===== config.mk =====
export PLATFORM = sky130hd
export DESIGN_NAME = ivtimer
export DESIGN_NICKNAME = d
export VERILOG_FILES = /design/src/rtl/ivt_pkg.sv /design/src/rtl/ivt_count.sv /design/src/rtl/ivt_flags.sv /design/src/rtl/ivtimer.sv
export SDC_FILE = /design/constraint.sdc
export NUM_CORES = 1
export LEC_CHECK = 0
export BUFFER_PORTS_ARGS = -buffer_cell sky130_fd_sc_hd__buf_2
export CORE_MARGIN = 4
export CORE_UTILIZATION = 50
export DETAILED_ROUTE_END_ITERATION = 6
export PLACE_DENSITY = 0.71
export SYNTH_ARGS = -nofsm -noshare
export SYNTH_HDL_FRONTEND = slang
export SYNTH_SLANG_ARGS = --single-unit
export TNS_END_PERCENT = 1

===== constraint.sdc =====
create_clock -name clk -period 2.7 [get_ports clk]
set_input_delay 0.27 -clock clk [delete_from_list [all_inputs] [get_ports clk]]
set_output_delay 0.27 -clock clk [all_outputs]
set_load 0.01 [all_outputs]

===== src/rtl/ivt_pkg.sv =====
package ivt_pkg;
    localparam int DATA_W   = 32;
    localparam int BIT_RUN  = 0;
    localparam int BIT_XFR  = 4;
    localparam int BIT_SGL  = 5;
    localparam int BIT_IE   = 6;
    localparam int BIT_DONE = 7;
    localparam int BIT_ERR  = 31;

    localparam logic [1:0] ADDR_CSR  = 2'd0;
    localparam logic [1:0] ADDR_NEXT = 2'd1;
    localparam logic [1:0] ADDR_CNT  = 2'd2;

    typedef enum logic {
        ST_IDLE  = 1'b0,
        ST_COUNT = 1'b1
    } run_state_e;
endpackage


===== src/rtl/ivt_count.sv =====
module ivt_count #(
    parameter int WIDTH = 32
) (
    input  logic             clk,
    input  logic             rst_n,
    input  logic             load,
    input  logic             adv,
    input  logic [WIDTH-1:0] reload,
    output logic [WIDTH-1:0] count_q,
    output logic             wrap
);
    logic [WIDTH-1:0] base;
    logic [WIDTH-1:0] count_d;

    always_comb begin
        base = load ? reload : count_q;
        wrap = adv && (base == {WIDTH{1'b1}});
        if (wrap)
            count_d = reload;
        else if (adv)
            count_d = base + 1'b1;
        else
            count_d = base;
    end

    always_ff @(posedge clk or negedge rst_n) begin
        if (!rst_n)
            count_q <= '0;
        else
            count_q <= count_d;
    end
endmodule


===== src/rtl/ivt_flags.sv =====
module ivt_flags (
    input  logic clk,
    input  logic rst_n,
    input  logic csr_wr,
    input  logic ie_wr,
    input  logic clr_done,
    input  logic clr_err,
    input  logic wrap,
    output logic done_q,
    output logic err_q,
    output logic ie_q,
    output logic irq_q
);
    logic done_d;
    logic err_d;
    logic ie_d;

    always_comb begin
        // a rollover's set beats a same-cycle software clear
        done_d = (done_q & ~(csr_wr & clr_done)) | (wrap & ~done_q);
        err_d  = (err_q  & ~(csr_wr & clr_err))  | (wrap &  done_q);
        ie_d   = csr_wr ? ie_wr : ie_q;
    end

    always_ff @(posedge clk or negedge rst_n) begin
        if (!rst_n) begin
            done_q <= 1'b0;
            err_q  <= 1'b0;
            ie_q   <= 1'b0;
            irq_q  <= 1'b0;
        end else begin
            done_q <= done_d;
            err_q  <= err_d;
            ie_q   <= ie_d;
            irq_q  <= done_d & ie_d;
        end
    end
endmodule


===== src/rtl/ivtimer.sv =====
module ivtimer
    import ivt_pkg::*;
#(
    parameter int WIDTH = 32
) (
    input  logic              clk,
    input  logic              rst_n,
    input  logic              tick,
    input  logic              reg_wr,
    input  logic [1:0]        reg_addr,
    input  logic [DATA_W-1:0] reg_wdata,
    output logic [DATA_W-1:0] reg_rdata,
    output logic              irq
);
    localparam int PAD_W = DATA_W - WIDTH;

    run_state_e       state_q;
    run_state_e       state_d;
    logic             running;
    logic             csr_wr;
    logic             next_wr;
    logic             xfr;
    logic             step;
    logic             adv;
    logic             wrap;
    logic [WIDTH-1:0] nicr_q;
    logic [WIDTH-1:0] count_q;
    logic             done_q;
    logic             err_q;
    logic             ie_q;
    logic [DATA_W-1:0] csr_view;

    assign csr_wr  = reg_wr && (reg_addr == ADDR_CSR);
    assign next_wr = reg_wr && (reg_addr == ADDR_NEXT);

    // state register
    always_ff @(posedge clk or negedge rst_n) begin
        if (!rst_n)
            state_q <= ST_IDLE;
        else
            state_q <= state_d;
    end

    // next state and control outputs
    always_comb begin
        state_d = state_q;
        unique case (state_q)
            ST_IDLE:  if (csr_wr &&  reg_wdata[BIT_RUN]) state_d = ST_COUNT;
            ST_COUNT: if (csr_wr && !reg_wdata[BIT_RUN]) state_d = ST_IDLE;
            default:  state_d = ST_IDLE;
        endcase
        running = (state_q == ST_COUNT);
        xfr     = csr_wr && reg_wdata[BIT_XFR];
        step    = csr_wr && !reg_wdata[BIT_RUN] && reg_wdata[BIT_SGL];
        adv     = step || (running && tick && !xfr);
    end

    always_ff @(posedge clk or negedge rst_n) begin
        if (!rst_n)
            nicr_q <= '0;
        else if (next_wr)
            nicr_q <= reg_wdata[WIDTH-1:0];
    end

    ivt_count #(.WIDTH(WIDTH)) u_count (
        .clk     (clk),
        .rst_n   (rst_n),
        .load    (xfr),
        .adv     (adv),
        .reload  (nicr_q),
        .count_q (count_q),
        .wrap    (wrap)
    );

    ivt_flags u_flags (
        .clk      (clk),
        .rst_n    (rst_n),
        .csr_wr   (csr_wr),
        .ie_wr    (reg_wdata[BIT_IE]),
        .clr_done (reg_wdata[BIT_DONE]),
        .clr_err  (reg_wdata[BIT_ERR]),
        .wrap     (wrap),
        .done_q   (done_q),
        .err_q    (err_q),
        .ie_q     (ie_q),
        .irq_q    (irq)
    );

    always_comb begin
        csr_view           = '0;
        csr_view[BIT_RUN]  = running;
        csr_view[BIT_IE]   = ie_q;
        csr_view[BIT_DONE] = done_q;
        csr_view[BIT_ERR]  = err_q;
        unique case (reg_addr)
            ADDR_CSR:  reg_rdata = csr_view;
            ADDR_NEXT: reg_rdata = {{PAD_W{1'b0}}, nicr_q};
            ADDR_CNT:  reg_rdata = {{PAD_W{1'b0}}, count_q};
            default:   reg_rdata = '0;
        endcase
    end
endmodule


==> results.json, run 1 <==
{
  "outcome": "finished, final reports clean",
  "synth-edff-count": 0,
  "synthesis.area_um2": 4770,
  "vias": 4747,
  "clk_latency_ns": 0.35,
  "finalCriticalPeriod_ns": 2.56,
  "fin_setup_tns_ns": 0,
  "cts_root_buf": "clkbuf_8",
  "n_antenna_cell": 0,
  "antenna_found_initial": 0,
  "fillers": 815,
  "io_buffers": 70,
  "synthArstFlopShare": 1.00,
  "dieArea_um2": 11200,
  "cts_tree": "built",
  "cp_max_fo": 8,
  "holdWs_ns": 0.0285,
  "cts_setup_buffers": 0,
  "viasPerCell": 6.29,
  "layout_common_cells": "buf_2, dfrtp_1, nand2_1",
  "wire_per_inst_um": 18.2,
  "clock_path_buffers": 2,
  "syn-instance-count": 543,
  "slew_violations": 0,
  "worst_setup_path_end_kind": "flip-flop",
  "skew_ns": 0.00578,
  "die_w_um": 106,
  "initial_core_util": 0.514,
  "area_delta_synth_final_pct": 18.9,
  "criticalPathCategory": "flip-flop to flip-flop",
  "synth_top_flop_cell": "dfrtp_1",
  "yosys-top-cells-area": "dfrtp_1, mux2_2, a22o_1",
  "power.density_nw_per_um2": 646,
  "worstPathRequired_ns": 2.99,
  "ctsResizeCount": 0,
  "clkSlewWorstSetupHoldPaths_ns": 0.08,
  "drive_gt1_frac": 0.283,
  "synth_top_area_frac": 0.362,
  "hold_viol_final": 0,
  "ys_ff_latch": 69,
  "grt_max_degree": 39,
  "ys_seq_area_frac": 0.362,
  "cts_buffers": 9,
  "rsz0062_at_grt": "no",
  "ff2ff_setup_slack_ns": 0.14,
  "p_leak_nw": 2.47,
  "grtUsageTotal": 0.251,
  "nets": 660,
  "max_stage_delay_ns": 0.52,
  "hpwl_um": 9970,
  "cts.sinks": 69,
  "final_cells": 755,
  "timing.final.crit_share": 0.948,
  "yosysWarnings": 0,
  "max_freq_mhz": 391,
  "hp-class": "input port to asynchronous set/reset pin",
  "slew_headroom": 0.418,
  "synth_top_area_cell": "dfrtp_1",
  "drt-initial-drc-count": 344,
  "vdd_drop_max_mv": 0.319,
  "synth_cell_types": 62,
  "core_region_area_um2": 9280,
  "drtPass1Iterations": 5,
  "cts_hold_buffers": 0,
  "grt_pass1_vias": 4666,
  "ioPinCount": 71,
  "layout_commonest_cell": "buf_2",
  "drt.antenna.violating_nets": 0,
  "avgSynthCellArea_um2": 8.78,
  "slowest_stage": "or3b_2",
  "worst_pin_slew_ns": 0.873,
  "crit_path_start_kind": "flip-flop",
  "htree_levels": 3,
  "finalWirelength_um": 13800,
  "grt_pass1_wl_um": 23200,
  "drc": 0,
  "row_count": 35,
  "worstPathArrival_ns": 2.85,
  "setup_violations": 0,
  "maxCapViolCount": 0,
  "die_y_um": 106,
  "post-place-cells": 739,
  "gp_congestion": 0.875,
  "path_cells": "nand4_1 > or3b_2 > a21oi_1 > and4_1 > buf_4 > a211oi_1 > mux2_2 > nor2_1",
  "grt.overflow.total": 0,
  "synth_fp_nets": 582
}
-- metal layers --
layer	wire (um)	global-route usage
met5	0	0
met4	211	0.0851
met3	891	0.0312
met2	6610	0.408
met1	6060	0.348
-- critical path: cells and delay by family, from the launching register on --
family | cells | cell delay, ns
AO/OA/AOI/OAI | 2 | 0.38
AND/OR/NAND/NOR | 4 | 1.20
buffers and inverters | 1 | 0.20
multiplexers | 1 | 0.26
flip-flops | 1 | 0.45
-- cells in the mapped netlist, drive strengths merged, types with 4 or more instances --
cell type,instances
dfrtp,69
nand2,53
nor2,42
a21oi,39
mux2,36
a22o,32
o21ai,29
nand3,28
buf,23
clkbuf,22
nand4,19
mux2i,15
a211oi,14
nor3,13
and3,9
a21o,8
and4,7
a2111oi,6
and2,6
xnor2,6
o22ai,5
a22oi,4
a31oi,4
o311ai,4
-- through the flow --
stage          area, um2   util  setup WS [ns]  total power [mW]
2_1_floorplan       4770      -         0.0241              2.25
3_3_place_gp        5440  0.585         0.0791              2.61
3_5_place_dp        5440  0.585        -0.0184              2.65
4_1_cts             5670  0.611          0.202              3.66
5_1_grt             5670  0.611         0.0458              3.88
6_report            5670  0.611          0.141              3.66
-- state kept, by name, summed over array words and instances (netlist names), named ones only --
signal / count
u_flags.ie_q: 1
u_flags.done_q: 1
nicr_q: 32
u_flags.irq_q: 1
u_flags.err_q: 1
u_count.count_q: 32
-- final timing paths --
| check | from | endpoint | cells after the start |
|---|---|---|---|
| hold reg to reg | u_flags.err_q$_DFF_PN0_ | u_flags.err_q$_DFF_PN0_ | 1 |
| min in group clk | reg_wdata[13] | nicr_q[13]$_DFFE_PN0P_ | 2 |
| hold / removal | rst_n | nicr_q[0]$_DFFE_PN0P_ | 1 |
| max in group asynchronous | rst_n | u_count.count_q[20]$_DFF_PN0_ | 2 |
| setup reg to reg | nicr_q[11]$_DFFE_PN0P_ | u_count.count_q[13]$_DFF_PN0_ | 8 |
| setup / recovery | nicr_q[11]$_DFFE_PN0P_ | u_count.count_q[13]$_DFF_PN0_ | 8 |
-- power by group --
| group | leakage (nW) | internal [mW] | total (mW) | switching (mW) |
|---|---|---|---|---|
| registers | 0.815 | 1.27 | 1.64 | 0.375 |
| clock network | 0.108 | 0.571 | 1.01 | 0.437 |
| logic | 1.55 | 0.519 | 1.01 | 0.494 |
| total | 2.47 | 2.36 | 3.66 | 1.31 |
-- final cells by class --
type | instances | area [um2] | area share
clock buffer | 11 | 151 | 0.0267
clock inverter | 5 | 82.6 | 0.0146
inverter | 2 | 7.51 | 0.00132
multi-input combinational | 427 | 2850 | 0.503
sequential | 69 | 1730 | 0.305
tap | 129 | 161 | 0.0285
timing repair buffer | 112 | 691 | 0.122
-- logic make-up (layout without fill, tap and decap cells) --
group | count (synthesis) | in the layout | share of synthesized area
mux | 51 | 51 | 0.116
buf+inv | 47 | 130 | 0.0459
xor+xnor | 9 | 9 | 0.0165
compound gates | 171 | 171 | 0.249
flops | 69 | 69 | 0.362
simple gates | 195 | 195 | 0.207
fa+ha+maj | 1 | 1 | 0.00262
Power figures use the tool's default switching activity.
==> run 2: changes to the inputs <==
--- a/config.mk
+++ b/config.mk
@@ -6,6 +6,7 @@
 export NUM_CORES = 1
 export LEC_CHECK = 0
 export BUFFER_PORTS_ARGS = -buffer_cell sky130_fd_sc_hd__buf_2
+export CORE_ASPECT_RATIO = 0.5
 export CORE_MARGIN = 4
 export CORE_UTILIZATION = 50
 export DETAILED_ROUTE_END_ITERATION = 6
==> run 2 against run 1 <==
  * The run now ends with negative hold slack left
  * Highest routed layer unchanged
  * Total power is 6.1% higher
  * Final cell count is 0.40% higher
  * Hold slack worse by 0.047 ns
  * Count of clock-buffer cells in the layout is 2 lower
  * Cell area is 2.7% higher
  * Core utilization is 3.8 points higher
  * Die area is 0.84% higher
  * Non-clock buffer count is 15 higher
  * Global-route usage is 0.58 points higher
  * Flip-flop and latch count stayed put
  * Combinational power is 6% higher
  * Largest cell class unchanged
==> results.json, run 2 (synthesized netlist as in run 1, its figures left out) <==
{
  "outcome": "complete, but fails checks",
  "violations": "negative hold slack",
  "cts_tree": "built",
  "cts_hold_buffers": 0,
  "layout_common_cells": "buf_2, dfrtp_1, buf_4",
  "n_antenna_cell": 0,
  "drt.antenna.violating_nets": 0,
  "gp_congestion": 0.953,
  "vdd_drop_max_mv": 0.336,
  "grt.overflow.total": 0,
  "p_leak_nw": 2.58,
  "worst_pin_slew_ns": 0.707,
  "grtUsageTotal": 0.257,
  "holdWs_ns": -0.0183,
  "grt_pass1_vias": 4470,
  "top_layer_used": "met4",
  "criticalPathCategory": "flip-flop to flip-flop",
  "ctsResizeCount": 0,
  "slew_violations": 0,
  "path_cells": "nand4_1 > or3b_2 > a21oi_1 > and4_1 > buf_4 > nor2_1 > o21ai_0 > o311a_1",
  "timing.final.crit_share": 0.924,
  "met1_length_um": 6910,
  "r2r_start": "nicr_q[10]$_DFFE_PN0P_",
  "worstPathArrival_ns": 2.77,
  "clock_path_buffers": 2,
  "dp_slack_ns": 0.0626,
  "largestRegisters": "nicr_q: 32 flops, u_count.count_q: 32 flops",
  "skew_ns": 0.00645,
  "drt-initial-drc-count": 575,
  "grt_pass1_wl_um": 23400,
  "vias": 4836,
  "viasPerCell": 6.38,
  "worst_setup_path_end_kind": "flip-flop",
  "hp-class": "input port to asynchronous set/reset pin",
  "htree_levels": 3,
  "slowest_stage": "or3b_2",
  "max_stage_delay_ns": 0.52,
  "drive_gt1_frac": 0.300,
  "die_w_um": 146,
  "rsz0062_at_grt": "no",
  "antenna_found_initial": 0,
  "cts_buffers": 9,
  "hpwl_um": 10400,
  "power.total_mw": 3.89,
  "grt_max_degree": 42,
  "dieArea_um2": 11300,
  "cts.sinks": 69,
  "clkSlewWorstSetupHoldPaths_ns": 0.06,
  "hold_viol_final": 28,
  "crit_family": "simple AND/OR/NAND/NOR gates",
  "row_count": 24,
  "met2_length_um": 6130,
  "setup_ws_ns": 0.205,
  "io_buffers": 70,
  "worstPathRequired_ns": 2.98,
  "clk_latency_ns": 0.34,
  "route.met3.wl_um": 1230,
  "core_region_area_um2": 8980,
  "cp_max_fo": 13,
  "wire_per_inst_um": 19.1,
  "cts_setup_buffers": 0,
  "ioPinCount": 71,
  "initial_core_util": 0.531,
  "crit_path_start_kind": "flip-flop",
  "layout_commonest_cell": "buf_2",
  "finalCriticalPeriod_ns": 2.49,
  "maxCapViolCount": 0,
  "slew_headroom": 0.528,
  "area_delta_synth_final_pct": 22.1,
  "cts_root_buf": "clkbuf_16",
  "die_y_um": 77.1,
  "drtPass1Iterations": 5,
  "finalWirelength_um": 14500,
  "worst-path-buf-inv": 1,
  "drc": 0,
  "startpoint": "nicr_q[10]$_DFFE_PN0P_",
  "max_freq_mhz": 401,
  "nets": 675,
  "ff2ff_setup_slack_ns": 0.21,
  "power.density_nw_per_um2": 667,
  "setup_violations": 0,
  "fin_setup_tns_ns": 0
}
## run 2: changes by cell type in the layout (fill, tap and decap cells not counted), sizes merged
cell,delta
clkbuf,-2
clkinv,+5
bufinv,-1
clkinvlp,-2
buf,+15
## run 2: through the flow
stage | area (um2) | util | cells | hold slack, ns
after floorplan | 4770 | - | 543 | -0.0256
after global placement | 5530 | 0.616 | 742 | 0.349
after detailed placement | 5530 | 0.616 | 742 | 0.367
after CTS | 5820 | 0.649 | 758 | 0.00581
after global routing | 5820 | 0.649 | 758 | 0.0471
final | 5820 | 0.649 | 758 | -0.0183
## run 2: power breakdown
part           internal [mW]  leakage (nW)  total [mW]  switching [mW]
clock network          0.709         0.145        1.18           0.470
logic                  0.542          1.62        1.07           0.524
registers               1.27         0.815        1.64           0.371
total                   2.52          2.58        3.89            1.37
## run 2: layer usage
metal | track usage | vias up
met5 | 0 | -
met4 | 0.0619 | 0
met3 | 0.0701 | 24
met2 | 0.367 | 232
met1 | 0.384 | 2328
li1 | - | 2252
## run 2: path summary, 6_finish.rpt
check                                           endpoint  cells past startpoint
setup / recovery            u_count.count_q[9]$_DFF_PN0_                      8
hold / removal             u_count.count_q[19]$_DFF_PN0_                      1
setup reg to reg            u_count.count_q[9]$_DFF_PN0_                      8
hold reg to reg                  u_flags.err_q$_DFF_PN0_                      1
max in group asynchronous   u_count.count_q[6]$_DFF_PN0_                      2
min in group clk                  nicr_q[28]$_DFFE_PN0P_                      2
## run 2: layout make-up
class	instances	area [um2]
fill	751	3150
multi-input combinational	427	2850
sequential	69	1730
timing repair buffer	127	803
clock buffer	9	225
tap	117	146
clock inverter	7	66.3
inverter	2	7.51
